File: src/rtl/mac_coproc_pkg.sv
// Shared constants and types of the coprocessor register front end.
// Assumes a 32-bit data bus and the fixed word-slot layout below.
package mac_coproc_pkg;
    localparam int WORD_W    = 32;
    localparam int LANES     = WORD_W / 8;
    localparam int BLK_WORDS = 4;
    localparam int BLK_W     = BLK_WORDS * WORD_W;
    localparam int RW_WORDS  = 3 * BLK_WORDS;
    localparam int SLOT_W    = 5;
    localparam int SLOT_R    = 0;
    localparam int SLOT_S    = SLOT_R + BLK_WORDS;
    localparam int SLOT_M    = SLOT_S + BLK_WORDS;
    localparam int SLOT_TAG  = SLOT_M + BLK_WORDS;
    localparam int SLOT_CTL  = SLOT_TAG + BLK_WORDS;
    localparam int SLOT_STAT = SLOT_CTL + 1;
    localparam int NUM_SLOTS = SLOT_STAT + 1;
    localparam int CTL_W     = 3;
    localparam int CTL_FULL  = 0;
    localparam int CTL_LOAD  = 1;
    localparam int CTL_FIRST = 2;

    typedef logic [SLOT_W-1:0] slot_t;

    typedef struct packed {
        logic  hit;
        logic  wr;
        logic  rd;
        slot_t slot;
    } bus_dec_t;
endpackage

File: src/rtl/mac_addr_decode.sv
// Address decoder: maps a byte address to a word slot.
// Assumes AW >= 7. Misaligned or out-of-map addresses produce no hit.
module mac_addr_decode
    import mac_coproc_pkg::*;
#(
    parameter int AW = 8
) (
    input  logic          req_i,
    input  logic          we_i,
    input  logic [AW-1:0] addr_i,
    output bus_dec_t      dec_o
);
    localparam int UW = AW - 2;
    localparam logic [UW-1:0] LIMIT = UW'(NUM_SLOTS);

    logic [UW-1:0] upper;
    logic          aligned;
    logic          in_map;

    assign upper   = addr_i[AW-1:2];
    assign aligned = (addr_i[1:0] == 2'b00);
    assign in_map  = aligned && (upper < LIMIT);

    // Build the decoded request for this cycle.
    always_comb begin
        dec_o.hit  = in_map;
        dec_o.wr   = req_i & we_i & in_map;
        dec_o.rd   = req_i & ~we_i & in_map;
        dec_o.slot = in_map ? upper[SLOT_W-1:0] : '0;
    end
endmodule

File: src/rtl/mac_lane_reg.sv
// Software-writable word register with independent byte lanes.
// Assumes W is a multiple of 8; reset clears every lane.
module mac_lane_reg #(
    parameter int W = 32
) (
    input  logic           clk_i,
    input  logic           rst_ni,
    input  logic           wr_en_i,
    input  logic [W/8-1:0] be_i,
    input  logic [W-1:0]   wdata_i,
    output logic [W-1:0]   q_o
);
    localparam int NL = W / 8;

    logic [W-1:0] q;

    for (genvar b = 0; b < NL; b++) begin : g_lane
        // Load one byte lane when its enable is set.
        always_ff @(posedge clk_i) begin
            if (!rst_ni)
                q[8*b +: 8] <= '0;
            else if (wr_en_i && be_i[b])
                q[8*b +: 8] <= wdata_i[8*b +: 8];
        end

        p_lane_hold_r3: assert property (@(posedge clk_i) disable iff (!rst_ni)
            !(wr_en_i && be_i[b]) |=> $stable(q[8*b +: 8]));

        p_lane_load_r3: assert property (@(posedge clk_i) disable iff (!rst_ni)
            (wr_en_i && be_i[b]) |=> (q[8*b +: 8] == $past(wdata_i[8*b +: 8])));
    end

    assign q_o = q;
endmodule

File: src/rtl/mac_ctl_stat.sv
// Control word, load-edge start pulse and done status latch.
// Assumes the core ready input is a one-cycle pulse; hardware set wins.
module mac_ctl_stat
    import mac_coproc_pkg::*;
(
    input  logic             clk_i,
    input  logic             rst_ni,
    input  logic             ctl_wr_i,
    input  logic             stat_wr_i,
    input  logic             be0_i,
    input  logic [CTL_W-1:0] wdata_i,
    input  logic             core_ready_i,
    output logic [CTL_W-1:0] ctl_o,
    output logic             done_o,
    output logic             start_o
);
    logic [CTL_W-1:0] ctl_q;
    logic             load_seen_q;
    logic             done_q;

    // Control register, written only by software through lane 0.
    always_ff @(posedge clk_i) begin
        if (!rst_ni)
            ctl_q <= '0;
        else if (ctl_wr_i && be0_i)
            ctl_q <= wdata_i;
    end

    // Previous load level, for rising-edge start detection.
    always_ff @(posedge clk_i) begin
        if (!rst_ni)
            load_seen_q <= 1'b0;
        else
            load_seen_q <= ctl_q[CTL_LOAD];
    end

    // Done latch: core ready sets it ahead of any software write.
    always_ff @(posedge clk_i) begin
        if (!rst_ni)
            done_q <= 1'b0;
        else if (core_ready_i)
            done_q <= 1'b1;
        else if (stat_wr_i && be0_i)
            done_q <= wdata_i[0];
    end

    assign start_o = ctl_q[CTL_LOAD] & ~load_seen_q;
    assign ctl_o   = ctl_q;
    assign done_o  = done_q;

    p_start_single_r7: assert property (@(posedge clk_i) disable iff (!rst_ni)
        start_o |=> !start_o);

    p_ready_sets_r9: assert property (@(posedge clk_i) disable iff (!rst_ni)
        core_ready_i |=> done_q);

    p_clear_r8: assert property (@(posedge clk_i) disable iff (!rst_ni)
        (stat_wr_i && be0_i && !wdata_i[0] && !core_ready_i) |=> !done_q);
endmodule

File: src/rtl/mac_read_mux.sv
// Response path: rvalid one cycle after each request and read data chosen
// by a registered copy of the read decode. Assumes slots below the
// control slot form one contiguous word view.
module mac_read_mux
    import mac_coproc_pkg::*;
(
    input  logic                           clk_i,
    input  logic                           rst_ni,
    input  logic                           req_i,
    input  bus_dec_t                       dec_i,
    input  logic [SLOT_CTL-1:0][WORD_W-1:0] view_i,
    input  logic [CTL_W-1:0]               ctl_i,
    input  logic                           done_i,
    output logic                           rvalid_o,
    output logic [WORD_W-1:0]              rdata_o
);
    localparam int VIEW_IW = $clog2(SLOT_CTL);

    logic  rvalid_q;
    logic  rd_hit_q;
    slot_t rd_slot_q;

    // Register the response flag and the read selection.
    always_ff @(posedge clk_i) begin
        if (!rst_ni) begin
            rvalid_q  <= 1'b0;
            rd_hit_q  <= 1'b0;
            rd_slot_q <= '0;
        end else begin
            rvalid_q  <= req_i;
            rd_hit_q  <= dec_i.rd;
            rd_slot_q <= dec_i.slot;
        end
    end

    // Select the read word in the response cycle; zero otherwise.
    always_comb begin
        rdata_o = '0;
        if (rd_hit_q) begin
            if (rd_slot_q < SLOT_W'(SLOT_CTL))
                rdata_o = view_i[rd_slot_q[VIEW_IW-1:0]];
            else if (rd_slot_q == SLOT_W'(SLOT_CTL))
                rdata_o = {{(WORD_W-CTL_W){1'b0}}, ctl_i};
            else
                rdata_o = {{(WORD_W-1){1'b0}}, done_i};
        end
    end

    assign rvalid_o = rvalid_q;

    p_rvalid_on_r4: assert property (@(posedge clk_i) disable iff (!rst_ni)
        req_i |=> rvalid_o);

    p_rvalid_off_r4: assert property (@(posedge clk_i) disable iff (!rst_ni)
        !req_i |=> !rvalid_o);
endmodule

File: src/rtl/mac_coproc_regs.sv
// Top of the register front end: decoder, twelve key/message words,
// control/status unit and response mux. Assumes a single outstanding
// request per cycle and a core that pulses ready once per start.
module mac_coproc_regs
    import mac_coproc_pkg::*;
#(
    parameter int AW = 8
) (
    input  logic              clk_i,
    input  logic              rst_ni,
    input  logic              bus_req_i,
    input  logic [AW-1:0]     bus_addr_i,
    input  logic              bus_we_i,
    input  logic [LANES-1:0]  bus_be_i,
    input  logic [WORD_W-1:0] bus_wdata_i,
    output logic              bus_rvalid_o,
    output logic [WORD_W-1:0] bus_rdata_o,
    output logic [BLK_W-1:0]  core_key_r_o,
    output logic [BLK_W-1:0]  core_key_s_o,
    output logic [BLK_W-1:0]  core_msg_o,
    output logic              core_full_o,
    output logic              core_first_o,
    output logic              core_start_o,
    input  logic              core_ready_i,
    input  logic [BLK_W-1:0]  core_tag_i
);
    bus_dec_t                            dec;
    logic [RW_WORDS-1:0][WORD_W-1:0]     words_q;
    logic [BLK_WORDS-1:0][WORD_W-1:0]    tag_w;
    logic [SLOT_CTL-1:0][WORD_W-1:0]     view;
    logic [CTL_W-1:0]                    ctl;
    logic                                done;

    mac_addr_decode #(.AW(AW)) u_dec (
        .req_i  (bus_req_i),
        .we_i   (bus_we_i),
        .addr_i (bus_addr_i),
        .dec_o  (dec)
    );

    // Key and message words; tag slots have no storage.
    for (genvar i = 0; i < RW_WORDS; i++) begin : g_word
        mac_lane_reg #(.W(WORD_W)) u_word (
            .clk_i   (clk_i),
            .rst_ni  (rst_ni),
            .wr_en_i (dec.wr && (dec.slot == SLOT_W'(i))),
            .be_i    (bus_be_i),
            .wdata_i (bus_wdata_i),
            .q_o     (words_q[i])
        );
    end

    mac_ctl_stat u_ctl (
        .clk_i        (clk_i),
        .rst_ni       (rst_ni),
        .ctl_wr_i     (dec.wr && (dec.slot == SLOT_W'(SLOT_CTL))),
        .stat_wr_i    (dec.wr && (dec.slot == SLOT_W'(SLOT_STAT))),
        .be0_i        (bus_be_i[0]),
        .wdata_i      (bus_wdata_i[CTL_W-1:0]),
        .core_ready_i (core_ready_i),
        .ctl_o        (ctl),
        .done_o       (done),
        .start_o      (core_start_o)
    );

    assign tag_w = core_tag_i;
    assign view  = {tag_w, words_q};

    mac_read_mux u_rd (
        .clk_i    (clk_i),
        .rst_ni   (rst_ni),
        .req_i    (bus_req_i),
        .dec_i    (dec),
        .view_i   (view),
        .ctl_i    (ctl),
        .done_i   (done),
        .rvalid_o (bus_rvalid_o),
        .rdata_o  (bus_rdata_o)
    );

    // Core-facing key, message and block-flag levels.
    assign core_key_r_o = words_q[SLOT_R +: BLK_WORDS];
    assign core_key_s_o = words_q[SLOT_S +: BLK_WORDS];
    assign core_msg_o   = words_q[SLOT_M +: BLK_WORDS];
    assign core_full_o  = ctl[CTL_FULL];
    assign core_first_o = ctl[CTL_FIRST];

    p_unmapped_zero_r10: assert property (@(posedge clk_i) disable iff (!rst_ni)
        (bus_req_i && !bus_we_i && !dec.hit) |=> (bus_rdata_o == '0));

    p_write_resp_zero_r4: assert property (@(posedge clk_i) disable iff (!rst_ni)
        (bus_req_i && bus_we_i) |=> (bus_rdata_o == '0));
endmodule

File: config.mk
export PLATFORM = sky130hd
export DESIGN_NAME = mac_coproc_regs
export DESIGN_NICKNAME = d
export VERILOG_FILES = /design/src/rtl/mac_coproc_pkg.sv /design/src/rtl/mac_addr_decode.sv /design/src/rtl/mac_lane_reg.sv /design/src/rtl/mac_ctl_stat.sv /design/src/rtl/mac_read_mux.sv /design/src/rtl/mac_coproc_regs.sv
export SDC_FILE = /design/constraint.sdc
export NUM_CORES = 1
export LEC_CHECK = 0
export BUFFER_PORTS_ARGS = -buffer_cell sky130_fd_sc_hd__buf_2
export CORE_AREA = 2 2 236 238
export CTS_BUF_LIST = sky130_fd_sc_hd__clkbuf_4 sky130_fd_sc_hd__clkbuf_8
export DETAILED_ROUTE_END_ITERATION = 6
export DIE_AREA = 0 0 238 240
export PLACE_DENSITY = 0.63
export SETUP_SLACK_MARGIN = 0.4
export SKIP_CTS_REPAIR_TIMING = 1
export SLEW_MARGIN = 0
export SYNTH_ARGS = -nofsm -noshare
export SYNTH_HDL_FRONTEND = slang
export SYNTH_SLANG_ARGS = --single-unit
File: constraint.sdc
create_clock -name clk_i -period 5.8 [get_ports clk_i]
set_input_delay 1.16 -clock clk_i [delete_from_list [all_inputs] [get_ports clk_i]]
set_output_delay 1.16 -clock clk_i [all_outputs]
set_load 0.02 [all_outputs]
* After elaboration in Yosys (flattened, before gate mapping)
Cells that the tools add are included.
** Storage, ports and cells
- Bits in registers :: 396
- Bits of input ports :: 177
- Logic and storage cells :: 154
** Operators by class
- $lt $le $gt $ge :: 3
- Equality and inequality tests :: 14
- Muxes and demuxes :: 8
- Bitwise operators :: 7
- Reduce and logical (&&, ||, !) cells :: 68
** Operator list (number)
- $bmux W32 S4 :: 1
- $mux W32 :: 3
- $logic_and A1 B1 Y1 :: 65
- $eq A5 B3 Y1 const B :: 4
- $eq A5 B4 Y1 const B :: 4
- $eq A5 B5 Y1 const B :: 3
- $eq A5 B2 Y1 const B :: 2
- $lt A6 B5 Y1 const B :: 1
- $and A1 B1 Y1 :: 5
- $eq A5 B1 Y1 const B :: 1
- $logic_not A5 Y1 :: 1
- $lt A4 B5 Y1 const B :: 1
- $lt A5 B5 Y1 const B :: 1
- $mux W5 :: 1
- $mux W3 :: 1
- $logic_not A2 Y1 :: 1
- $mux W1 :: 2
- $not A1 Y1 :: 2
- $reduce_bool A2 Y1 :: 1

* Depth between registers and ports, before layout
Gate-level depths: netlist of run 1.
- Word-level depth :: 8
- Gate-level depth with buffers :: 8

* Modules after synthesis
From an unflattened synthesis of run 1, not the netlist that was laid out.
** Second synthesis, totals
- Cell total of the unflattened synthesis :: 2222
- Area total of the unflattened synthesis :: 21932.3 sq um
** Modules (own cells, without submodules)
- mac_lane_reg :: times used 12, cells each 151, area each 1426.4 sq um
- mac_read_mux :: times used 1, cells each 357, area each 4391.7 sq um
- mac_ctl_stat :: times used 1, cells each 19, area each 202.7 sq um
- mac_coproc_regs :: times used 1, cells each 21, area each 126.4 sq um
- mac_addr_decode :: times used 1, cells each 13, area each 95.1 sq um

* Least setup slack after synthesis of run 1
OpenSTA, ideal clock, no wires.
- Path type :: input-to-output
- From :: in core_tag_i[0]
- To :: out bus_rdata_o[0]
- Arrival :: 2.165 ns
- Required time :: 4.640 ns
- Slack :: 2.475 ns
- Stages on the path :: 4
- Path buffers :: 0
- Cells stage by stage :: mux4_2 mux2_2 nand2_1 a221oi_1
** On the way
- Cells in the longest elaborated chain, start to end :: 4
** Ends and longest elaborated chain
- start: declaration :: RTL line mac_coproc_regs.sv:25 : input logic [BLK_W-1:0] core_tag_i
- $bmux W32 S4 :: RTL line mac_read_mux.sv:41 : rdata_o = view_i[rd_slot_q[VIEW_IW-1:0]];
- $mux W32 (not written as such) :: RTL line mac_read_mux.sv:41
- $mux W32 :: RTL line mac_read_mux.sv:40 : if (rd_slot_q < SLOT_W'(SLOT_CTL))
- $mux W32 :: RTL line mac_read_mux.sv:39 : if (rd_hit_q) begin
- end: declaration :: RTL line mac_coproc_regs.sv:17 : output logic [WORD_W-1:0] bus_rdata_o,
Every way passes these cells. The select of a mux whose other input is x is not followed.

* Final worst setup path of run 1
- From :: reg u_rd.rd_slot_q[3]
- To :: out bus_rdata_o[1]
** On the way
- Cells in the longest elaborated chain, start to end :: 4
** Ends and longest elaborated chain
- start: declaration :: RTL line mac_read_mux.sv:21 : slot_t rd_slot_q;
- start signal: assignment :: RTL line mac_read_mux.sv:32 : rd_slot_q <= dec_i.slot;
- $bmux W32 S4 / $eq A5 B5 Y1 (equally long branches) :: RTL line mac_read_mux.sv:41, mac_read_mux.sv:42
- $mux W32 (not written as such) / $mux W3 (equally long branches) :: RTL line mac_read_mux.sv:41, mac_read_mux.sv:42
- $mux W32 * :: RTL line mac_read_mux.sv:40
- $mux W32 * :: RTL line mac_read_mux.sv:39
Every way passes the cells marked *; elsewhere a longest branch is shown, timed or not. The select of a mux whose other input is x is not followed.

==> qor.yml, run 1 <==
clock_power_share_pct: 48.0
pin_count: 597
avgSynthCellArea_um2: 10.4
cp-endpoint: "bus_rdata_o[1]"
grt_overflow: 0
hold_violations: 0
die_w_um: 238
ys_async_sr_fraction_pct: 0
rr_worst_depth: 2
outcome: "complete, but fails checks"
clock_path_buffers: 3
clock_skew_ps: 0.284
track_usage_pct: 25.7
yosys_most_used_dff: "dfxtp_1"
period_needed_ps: 4520
timing.rr.end: "g_word[9].u_word.q_o[23]"
finalSetupViolations: 0
grt_setup_unrepaired: "false"
p_sw_share_pct: 24.0
place_ws_ps: 1720
synth-seq-cells: 396
worst_slew_pin_slew_ps: 1130
postRouteAntennaNets: 0
post-route-period-util_pct: 77.8
layout.nets: 2480
ff2ff_setup_slack_ps: 5050
rows: 86
dp.cells: 2934
vias: 17000
port_buffers: 596
yosys-top-cells-area: "dfxtp_1, mux2i_1, mux4_2, nand3_1, o21ai_0"
synth_edf_count: 0
hold_class: "reg2reg"
drtIter0Drc: 1265
gp_congestion: 0.921
final_max_slew_viol_count: 0
cp.arrival_ps: 3360
insertion_delay_ps: 620
critPathMaxFanout: 11
crit_required_ps: 4640
cp_slowest_cell: "nand3b_1"
place_hpwl_um: 53900
drv_cap: 0
cp-end-kind: "output port"
p_per_area_mw_per_mm2: 249
totalNegativeSetupSlack_ps: 0
clk_transition_reported_paths_ps: 60
worst-path-buf-inv: 2
grt_pass1_vias: 16000
netlist.area_leader.share_pct: 44.0
wl_per_cell_um: 25.0
p_sw_mw: 1.38
setup_slack_ps: 1280
critPathKind: "reg2out"
core_area_mm2: 0.0547
postSynthCellCount: 1739
dieHeight_um: 240
path_cells: "nand3b_1 > buf_4 > a221oi_1 > o21ai_0 > o211ai_1 > buf_2"
violations: "DRC"
n_fill_cell: 5336
yosys_warnings: 0
drt_wl_total_um: 76600
pwr-share-comb_pct: 4.6
fmax_mhz: 221
clock-sinks: 396
antenna_found_initial: 8
synthTopCellsByCount: "dfxtp_1, mux2i_1, nand2_1"
drt_drc_violations_left: 2
path_depth: 6
die_area_mm2: 0.0571
fin_cells: 3060
netlist_area_mm2: 0.0180
htree_levels: 3
cpPeakStageDelay_ps: 590
syn_nets: 1916
startpoint: "u_rd.rd_slot_q[3]"
relSlewSlack_pct: 24.6
worst_setup_path_start_kind: "register"
root_buffer: "clkbuf_8"
synth.distinct_cells: 50
crit_family: "compound AO/OA/AOI/OAI gates"
first_pass_iters: 7
p_leak_nw: 10.4
cts_buffers: 71
ys_seq_area_share_pct: 44.0
cts_tree: "yes"
grt_pass1_wl_um: 108000
drive_gt1_share_pct: 38.3
grt_max_degree: 113
rr_startpoint: "g_word[9].u_word.q_o[23]"
ir_drop_uv: 151
yosysMostFrequentCell: "dfxtp_1"
viasPerCell: 5.56
start_util_pct: 33.0
internal_power_mw: 4.37
synth_top_area_cell: "dfxtp_1"
power.share.sequential_pct: 47.4
area_delta_synth_final_pct: 28.4
## state kept, by name (all words and copies together), names as in the netlist
register and cells:
g_word.u_word.q_o 384, u_ctl.ctl_o 3, u_ctl.done_o 1, u_ctl.load_seen_q 1
u_rd.rd_hit_q 1, u_rd.rd_slot_q 5, u_rd.rvalid_o 1
## worst min-delay path by stage
| stage | start | end | cells after the start |
|---|---|---|---|
| 3_3_place_gp | g_word[1].u_word.q_o[15] | g_word[1].u_word.q_o[15] | 2 |
| 5_1_grt | g_word[6].u_word.q_o[30] | g_word[6].u_word.q_o[30] | 2 |
| 4_1_cts | g_word[0].u_word.q_o[30] | g_word[0].u_word.q_o[30] | 2 |
| 3_5_place_dp | g_word[10].u_word.q_o[7] | g_word[10].u_word.q_o[7] | 2 |
| 6_report | g_word[6].u_word.q_o[15] | g_word[6].u_word.q_o[15] | 2 |
| 2_1_floorplan | u_ctl.ctl_o[1] | u_ctl.load_seen_q | 1 |
## final cells by class
cell class                      instances  area (µm²)  area share (%)
Inverter                                3        13.8          0.0595
Clock buffer                          108        1320            5.72
Multi-Input combinational cell       1203        9520            41.1
Clock inverter                         15         170           0.735
Timing Repair Buffer                  628        3280            14.2
Tap cell                              704         881            3.81
Antenna cell                            3        7.51          0.0324
Sequential cell                       396        7940            34.3
## metal layers
layer / routed length (µm) / share of wire (%) / global-route usage [%] / vias to the layer above
li1: - / - / - / 7589
met1: 32300 / 42 / 34.1 / 8412
met2: 35200 / 46 / 40.5 / 874
met3: 6900 / 9.0 / 6.97 / 140
met4: 2250 / 2.9 / 8.58 / 8
met5: 48 / 0.063 / 0 / -
## stage by stage
step	total power, mW	hold slack (ps)	utilization (%)	cell area [µm²]
floorplan	2.91	460	-	18000
global placement	3.04	456	39.6	21600
detailed placement	3.05	466	39.6	21600
CTS	5.81	476	42.3	23100
global route	5.96	497	42.3	23100
finish	5.76	478	42.3	23100
## power by group through the flow
stage,Clock [mW],Sequential (mW),Combinational (mW)
6_report,2.76,2.73,0.263
5_1_grt,2.95,2.73,0.280
4_1_cts,2.82,2.73,0.261
3_5_place_dp,0,2.79,0.260
3_3_place_gp,0,2.79,0.256
2_1_floorplan,0,2.79,0.129
## worst reg2reg max path: stages, from the launching register on
cell and delay, ps:
dfxtp_1 470, mux2i_1 110, nor2_1 100
## kinds of logic (layout without fill, tap and decap cells)
kind of cell	Yosys count	in the layout	share of synthesized area [%]
AO/OA/AOI/OAI	247	247	7.90
buffers and inverters	140	754	3.37
flip-flops	396	396	44.0
multiplexers	385	385	29.1
other	0	3	0
AND/OR/NAND/NOR	571	571	15.6
## placed cells by master (no fill, tap or decap), types with 5 or more instances in the layout
cell / n
buf_2: 595
and4bb_2: 8
clkbuf_4: 26
nand3_1: 177
nor2_1: 100
mux2i_1: 273
buf_4: 28
and3_1: 13
o21ai_1: 7
a32oi_1: 10
nand4_1: 30
clkbuf_8: 82
and2_1: 9
o2111ai_1: 6
a22oi_1: 6
o21ai_0: 173
mux4_2: 111
nand2_1: 185
nor3b_2: 5
o211ai_1: 12
o22ai_1: 14
dfxtp_1: 393
a221o_1: 5
a22o_1: 5
Note: power is estimated with default switching activity, not from simulation.
==> run 2, diff against run 1 <==
--- a/config.mk
+++ b/config.mk
@@ -6,11 +6,11 @@
 export NUM_CORES = 1
 export LEC_CHECK = 0
 export BUFFER_PORTS_ARGS = -buffer_cell sky130_fd_sc_hd__buf_2
-export CORE_AREA = 2 2 236 238
+export CORE_AREA = 2 2 230 232
 export CTS_BUF_LIST = sky130_fd_sc_hd__clkbuf_4 sky130_fd_sc_hd__clkbuf_8
 export DETAILED_ROUTE_END_ITERATION = 6
-export DIE_AREA = 0 0 238 240
-export PLACE_DENSITY = 0.63
+export DIE_AREA = 0 0 232 234
+export PLACE_DENSITY = 0.66
 export SETUP_SLACK_MARGIN = 0.4
 export SKIP_CTS_REPAIR_TIMING = 1
 export SLEW_MARGIN = 0
==> constraint.sdc (replaced) <==
create_clock -name clk_i -period 4.25 [get_ports clk_i]
set_input_delay 0.85 -clock clk_i [delete_from_list [all_inputs] [get_ports clk_i]]
set_output_delay 0.85 -clock clk_i [all_outputs]
set_load 0.02 [all_outputs]
==> qor.yml, run 2 (same netlist as run 1, synthesis figures left out) <==
p_total_mw: 7.78  # was 5.76 mW
layout_commonest_cell: "buf_2"  # unchanged
grt_pass1_vias: 16200  # was 16000
track_usage_pct: 26.2  # was 25.7%
outcome: "finished clean"  # was complete, but fails checks
area_delta_synth_final_pct: 29.2  # was 28.4%
crit_family: "compound AO/OA/AOI/OAI gates"  # unchanged
vias: 17200  # was 17000
antenna_found_initial: 8  # unchanged
dpl-instance-area_mm2: 0.0217  # was 0.0216 mm²
grt_max_degree: 128  # was 113
grt_pass1_wl_um: 106000  # was 108000 µm
p_per_area_mw_per_mm2: 334  # was 249 mW/mm²
cp_slowest_cell: "dfxtp_4"  # was nand3b_1
p_leak_nw: 10.5  # was 10.4 nW
design_area_mm2: 0.0233  # was 0.0231 mm²
pin_count: 597  # unchanged
rows: 84  # was 86
finalSetupViolations: 0  # unchanged
ir_drop_uv: 269  # was 151 µV
first_pass_iters: 5  # was 7
critPathMaxFanout: 27  # was 11
critPathKind: "reg2out"  # unchanged
hold_class: "in2reg"  # was reg2reg
die_w_um: 232  # was 238 µm
hold_violations: 0  # unchanged
final_cell_mix: "buf_2, dfxtp_1, mux2i_1"  # unchanged
cts_tree: "yes"  # unchanged
htree_levels: 3  # unchanged
root_buffer: "clkbuf_8"  # unchanged
cp-end-kind: "output port"  # unchanged
dieHeight_um: 234  # was 240 µm
fmax_mhz: 267
insertion_delay_ps: 640  # was 620 ps
cpPeakStageDelay_ps: 690  # was 590 ps
start_util_pct: 34.6  # was 33.0%
drtIter0Drc: 1611  # was 1265
place_hpwl_um: 52500  # was 53900 µm
worst_slew_pin_slew_ps: 1040  # was 1130 ps
wl_per_cell_um: 24.1  # was 25.0 µm
drive_gt1_share_pct: 39.0  # was 38.3%
crit_required_ps: 3400  # was 4640 ps
setup_slack_ps: 505  # was 1280 ps
drt_wl_total_um: 73900  # was 76600 µm
clock_path_buffers: 3  # unchanged
drv_cap: 0  # unchanged
worst-path-buf-inv: 1  # was 2
post-route-period-util_pct: 88.1
clock-sinks: 396  # unchanged
port_buffers: 596  # unchanged
viasPerCell: 5.61  # was 5.56
drt_drc_violations_left: 0  # was 2
gp_congestion: 0.878  # was 0.921
largest_reg_flops: 384  # unchanged
clk_transition_reported_paths_ps: 60  # about the same
worst_setup_path_start_kind: "register"  # unchanged
cts_buffers: 70  # was 71
final_max_slew_viol_count: 0  # unchanged
die_area_mm2: 0.0543  # was 0.0571 mm²
clock_skew_ps: 0.183  # was 0.284 ps
path_cells: "nor2b_1 > a22oi_1 > a22o_1 > a221o_1 > buf_2"  # was nand3b_1 > buf_4 > a221oi_1 > o21ai_0 > o211ai_1 > buf_2
grt_overflow: 0  # unchanged
totalNegativeSetupSlack_ps: 0  # unchanged
postRouteAntennaNets: 0  # unchanged
relSlewSlack_pct: 30.5  # was 24.6%
hold_slack_ps: 451  # was 478 ps
core_area_mm2: 0.0520  # was 0.0547 mm²
place_ws_ps: 1060  # was 1720 ps
grt_setup_unrepaired: "true"  # was false
cp.arrival_ps: 2900  # was 3360 ps
layout.nets: 2498  # was 2480
period_needed_ps: 3750
-- run 2: cell count changes in the layout (fill, tap and decap cells not counted), sizes merged, moves of 2 or more --
cell / delta
clkinvlp: +4
clkbuf: +4
diode: +2
buf: +19
bufinv: -2
inv: -6
-- run 2: power by group --
group,internal (mW),switching (mW)
Sequential,3.71,0.00706
Combinational,0.127,0.234
Clock,2.09,1.61
-- run 2: area by class of cell --
cell class	instances	area [µm²]
clock inverters	10	70.1
clock buffers	112	1400
diodes	5	12.5
multi-input cells	1203	9540
flip-flops and latches	396	7940
well taps	688	861
repair buffers	647	3450
fillers	4987	28700
inverters	3	13.8
-- run 2: worst reg2reg max path: cells and delay by family (launching register included) --
kind | cells | cell delay, ps
multiplexers | 1 | 160
AND/OR/NAND/NOR | 1 | 80
flip-flops | 1 | 430
-- run 2: through the flow --
| step | util (%) | instances |
|---|---|---|
| 2_1_floorplan | - | 1739 |
| 3_3_place_gp | 41.8 | 2929 |
| 3_5_place_dp | 41.8 | 2929 |
| 4_1_cts | 44.6 | 3051 |
| 5_1_grt | 44.8 | 3061 |
| 6_report | 44.8 | 3064 |
-- run 2: metal layers --
metal / share of wire [%] / global-route usage (%) / vias to the layer above
li1: - / - / 7640
met1: 41 / 34.0 / 8474
met2: 47 / 41.7 / 921
met3: 8.8 / 6.47 / 154
met4: 3.5 / 10.8 / 6
met5: 0.047 / 0 / -
-- run 2: final timing paths --
path | startpoint | endpoint | slack, ps | cells past startpoint
worst min register to register | g_word[10].u_word.q_o[27] | g_word[10].u_word.q_o[27] | 480 | 2
worst max register to register | g_word[0].u_word.q_o[0] | g_word[0].u_word.q_o[0] | 3510 | 2
worst max-delay path | u_rd.rd_slot_q[2] | bus_rdata_o[12] | 500 | 5
worst min-delay path | bus_we_i | u_rd.rd_hit_q | 450 | 2
==> run 3, diff against run 2 <==
--- a/config.mk
+++ b/config.mk
@@ -6,11 +6,11 @@
 export NUM_CORES = 1
 export LEC_CHECK = 0
 export BUFFER_PORTS_ARGS = -buffer_cell sky130_fd_sc_hd__buf_2
-export CORE_AREA = 2 2 230 232
+export CORE_AREA = 2 2 234 236
 export CTS_BUF_LIST = sky130_fd_sc_hd__clkbuf_4 sky130_fd_sc_hd__clkbuf_8
 export DETAILED_ROUTE_END_ITERATION = 6
-export DIE_AREA = 0 0 232 234
-export PLACE_DENSITY = 0.66
+export DIE_AREA = 0 0 236 238
+export PLACE_DENSITY = 0.55
 export SETUP_SLACK_MARGIN = 0.4
 export SKIP_CTS_REPAIR_TIMING = 1
 export SLEW_MARGIN = 0
==> qor.yml, run 3 (same netlist as run 1, synthesis figures left out) <==
critPathKind: "reg2out"  # unchanged
post-route-period-util_pct: 87.8  # was 88.1%
viasPerCell: 5.53  # was 5.61
clock-sinks: 396  # unchanged
place_hpwl_um: 54100  # was 52500 µm
drive_gt1_share_pct: 38.8  # was 39.0%
postRouteAntennaNets: 0  # unchanged
clk_transition_reported_paths_ps: 70  # was 60 ps
outcome: "finished clean"  # unchanged
antenna_found_initial: 3  # was 8
multi_input_area_mm2: 0.00957  # was 0.00954 mm²
grt_pass1_wl_um: 110000  # was 106000 µm
period_needed_ps: 3730  # was 3750 ps
crit_required_ps: 3400  # about the same
grt_pass1_vias: 16300  # was 16200
htree_levels: 3  # unchanged
grt_max_degree: 123  # was 128
clock_path_buffers: 3  # unchanged
clock_skew_ps: 0.292  # was 0.183 ps
rows: 85  # was 84
gp_congestion: 0.882  # was 0.878
p_per_area_mw_per_mm2: 334  # about the same
relSlewSlack_pct: 28.3  # was 30.5%
wl_per_cell_um: 25.6  # was 24.1 µm
ir_drop_uv: 222  # was 269 µV
layout.nets: 2496  # was 2498
totalNegativeSetupSlack_ps: 0  # unchanged
worst_slew_pin_slew_ps: 1080  # was 1040 ps
use_met2_pct: 42.6  # was 41.7%
root_buffer: "clkbuf_8"  # unchanged
largest_reg_flops: 384  # unchanged
cts_buffers: 71  # was 70
hold_class: "in2reg"  # unchanged
final-seq-area_mm2: 0.00794  # unchanged
final_cell_mix: "buf_2, dfxtp_1, mux2i_1"  # unchanged
vias: 16900  # was 17200
grt-busiest-layer: "met2"  # unchanged
grt_setup_unrepaired: "false"  # was true
cts_tree: "yes"  # unchanged
area_delta_synth_final_pct: 29.5  # was 29.2%
cp.arrival_ps: 2880  # was 2900 ps
drt_drc_violations_left: 0  # unchanged
critPathMaxFanout: 10  # was 27
drv_cap: 0  # unchanged
postLayoutCoreUtil_pct: 43.6  # was 44.8%
cp-end-kind: "output port"  # unchanged
dieHeight_um: 238  # was 234 µm
hold_violations: 0  # unchanged
port_buffers: 596  # unchanged
fmax_mhz: 268  # was 267 MHz
drtIter0Drc: 1244  # was 1611
pin_count: 597  # unchanged
die_w_um: 236  # was 232 µm
insertion_delay_ps: 620  # was 640 ps
worst_setup_path_start_kind: "register"  # unchanged
track_usage_pct: 26.3  # was 26.2%
n_fill_cell: 5198  # was 4987
grtUsageMet1_pct: 35.6  # was 34.0%
die_area_mm2: 0.0562  # was 0.0543 mm²
met3_usage_pct: 4.75  # was 6.47%
core_area_mm2: 0.0535  # was 0.0520 mm²
drt_wl_total_um: 78600  # was 73900 µm
final_max_slew_viol_count: 0  # unchanged
p_leak_nw: 10.5  # about the same
layout_commonest_cell: "buf_2"  # unchanged
start_util_pct: 33.7  # was 34.6%
first_pass_iters: 5  # unchanged
grt_overflow: 0  # unchanged
finalSetupViolations: 0  # unchanged
## run 3: cell count changes in the layout (fill, tap and decap cells not counted), sizes merged
cell	previous run	this run
bufinv	0	1
nor2	104	105
clkinvlp	5	2
diode	5	3
clkbuf	112	109
clkinv	5	10
buf	647	642
## run 3: layout make-up
class                           instances  area share [%]
Tap cell                              696            3.73
Timing Repair Buffer                  643            15.0
Multi-Input combinational cell       1204            41.0
Antenna cell                            3          0.0322
Inverter                                3          0.0590
Clock buffer                          108            5.75
Sequential cell                       396            34.0
Clock inverter                         13           0.424
## run 3: worst max-delay path: stages, from the launching register on
cell      delay, ps
dfxtp_1         580
nand2_1         380
nor2_4          230
buf_12          170
buf_4           200
a32oi_1         110
o211ai_1        320
buf_2           240
## run 3: worst paths after layout
check | startpoint | endpoint | slack, ps | cells past startpoint
setup / recovery | u_rd.rd_slot_q[3] | bus_rdata_o[3] | 520 | 7
hold / removal | bus_we_i | u_rd.rd_hit_q | 440 | 2
setup reg to reg | g_word[6].u_word.q_o[25] | g_word[6].u_word.q_o[25] | 3500 | 2
hold reg to reg | g_word[6].u_word.q_o[20] | g_word[6].u_word.q_o[20] | 480 | 2
## run 3: power breakdown
group / switching [mW] / total, mW / internal, mW
sequential: 0.00547 / 3.72 / 3.71
combinational: 0.241 / 0.368 / 0.127
clock: 1.64 / 3.71 / 2.07
total: 1.89 / 7.80 / 5.91
## run 3: stage by stage
step                std cells  power [mW]  setup slack, ps  hold WS [ps]  cell area, µm²
floorplan                1739        3.98             1490           460           18000
global placement         2931        4.15              402           458           21700
detailed placement       2931        4.16              469           472           21700
CTS                      3052        7.85             -264           361           23100
global route             3064        8.05              435           417           23300
finish                   3066        7.80              520           438           23300
## run 3: per-layer routing
metal	routed length (µm)	part of all wire, %	vias to the layer above
met2	36600	47	801
met4	2050	2.6	0
met5	0	0	-
li1	-	-	7596
met3	5550	7.1	120
met1	34400	44	8423
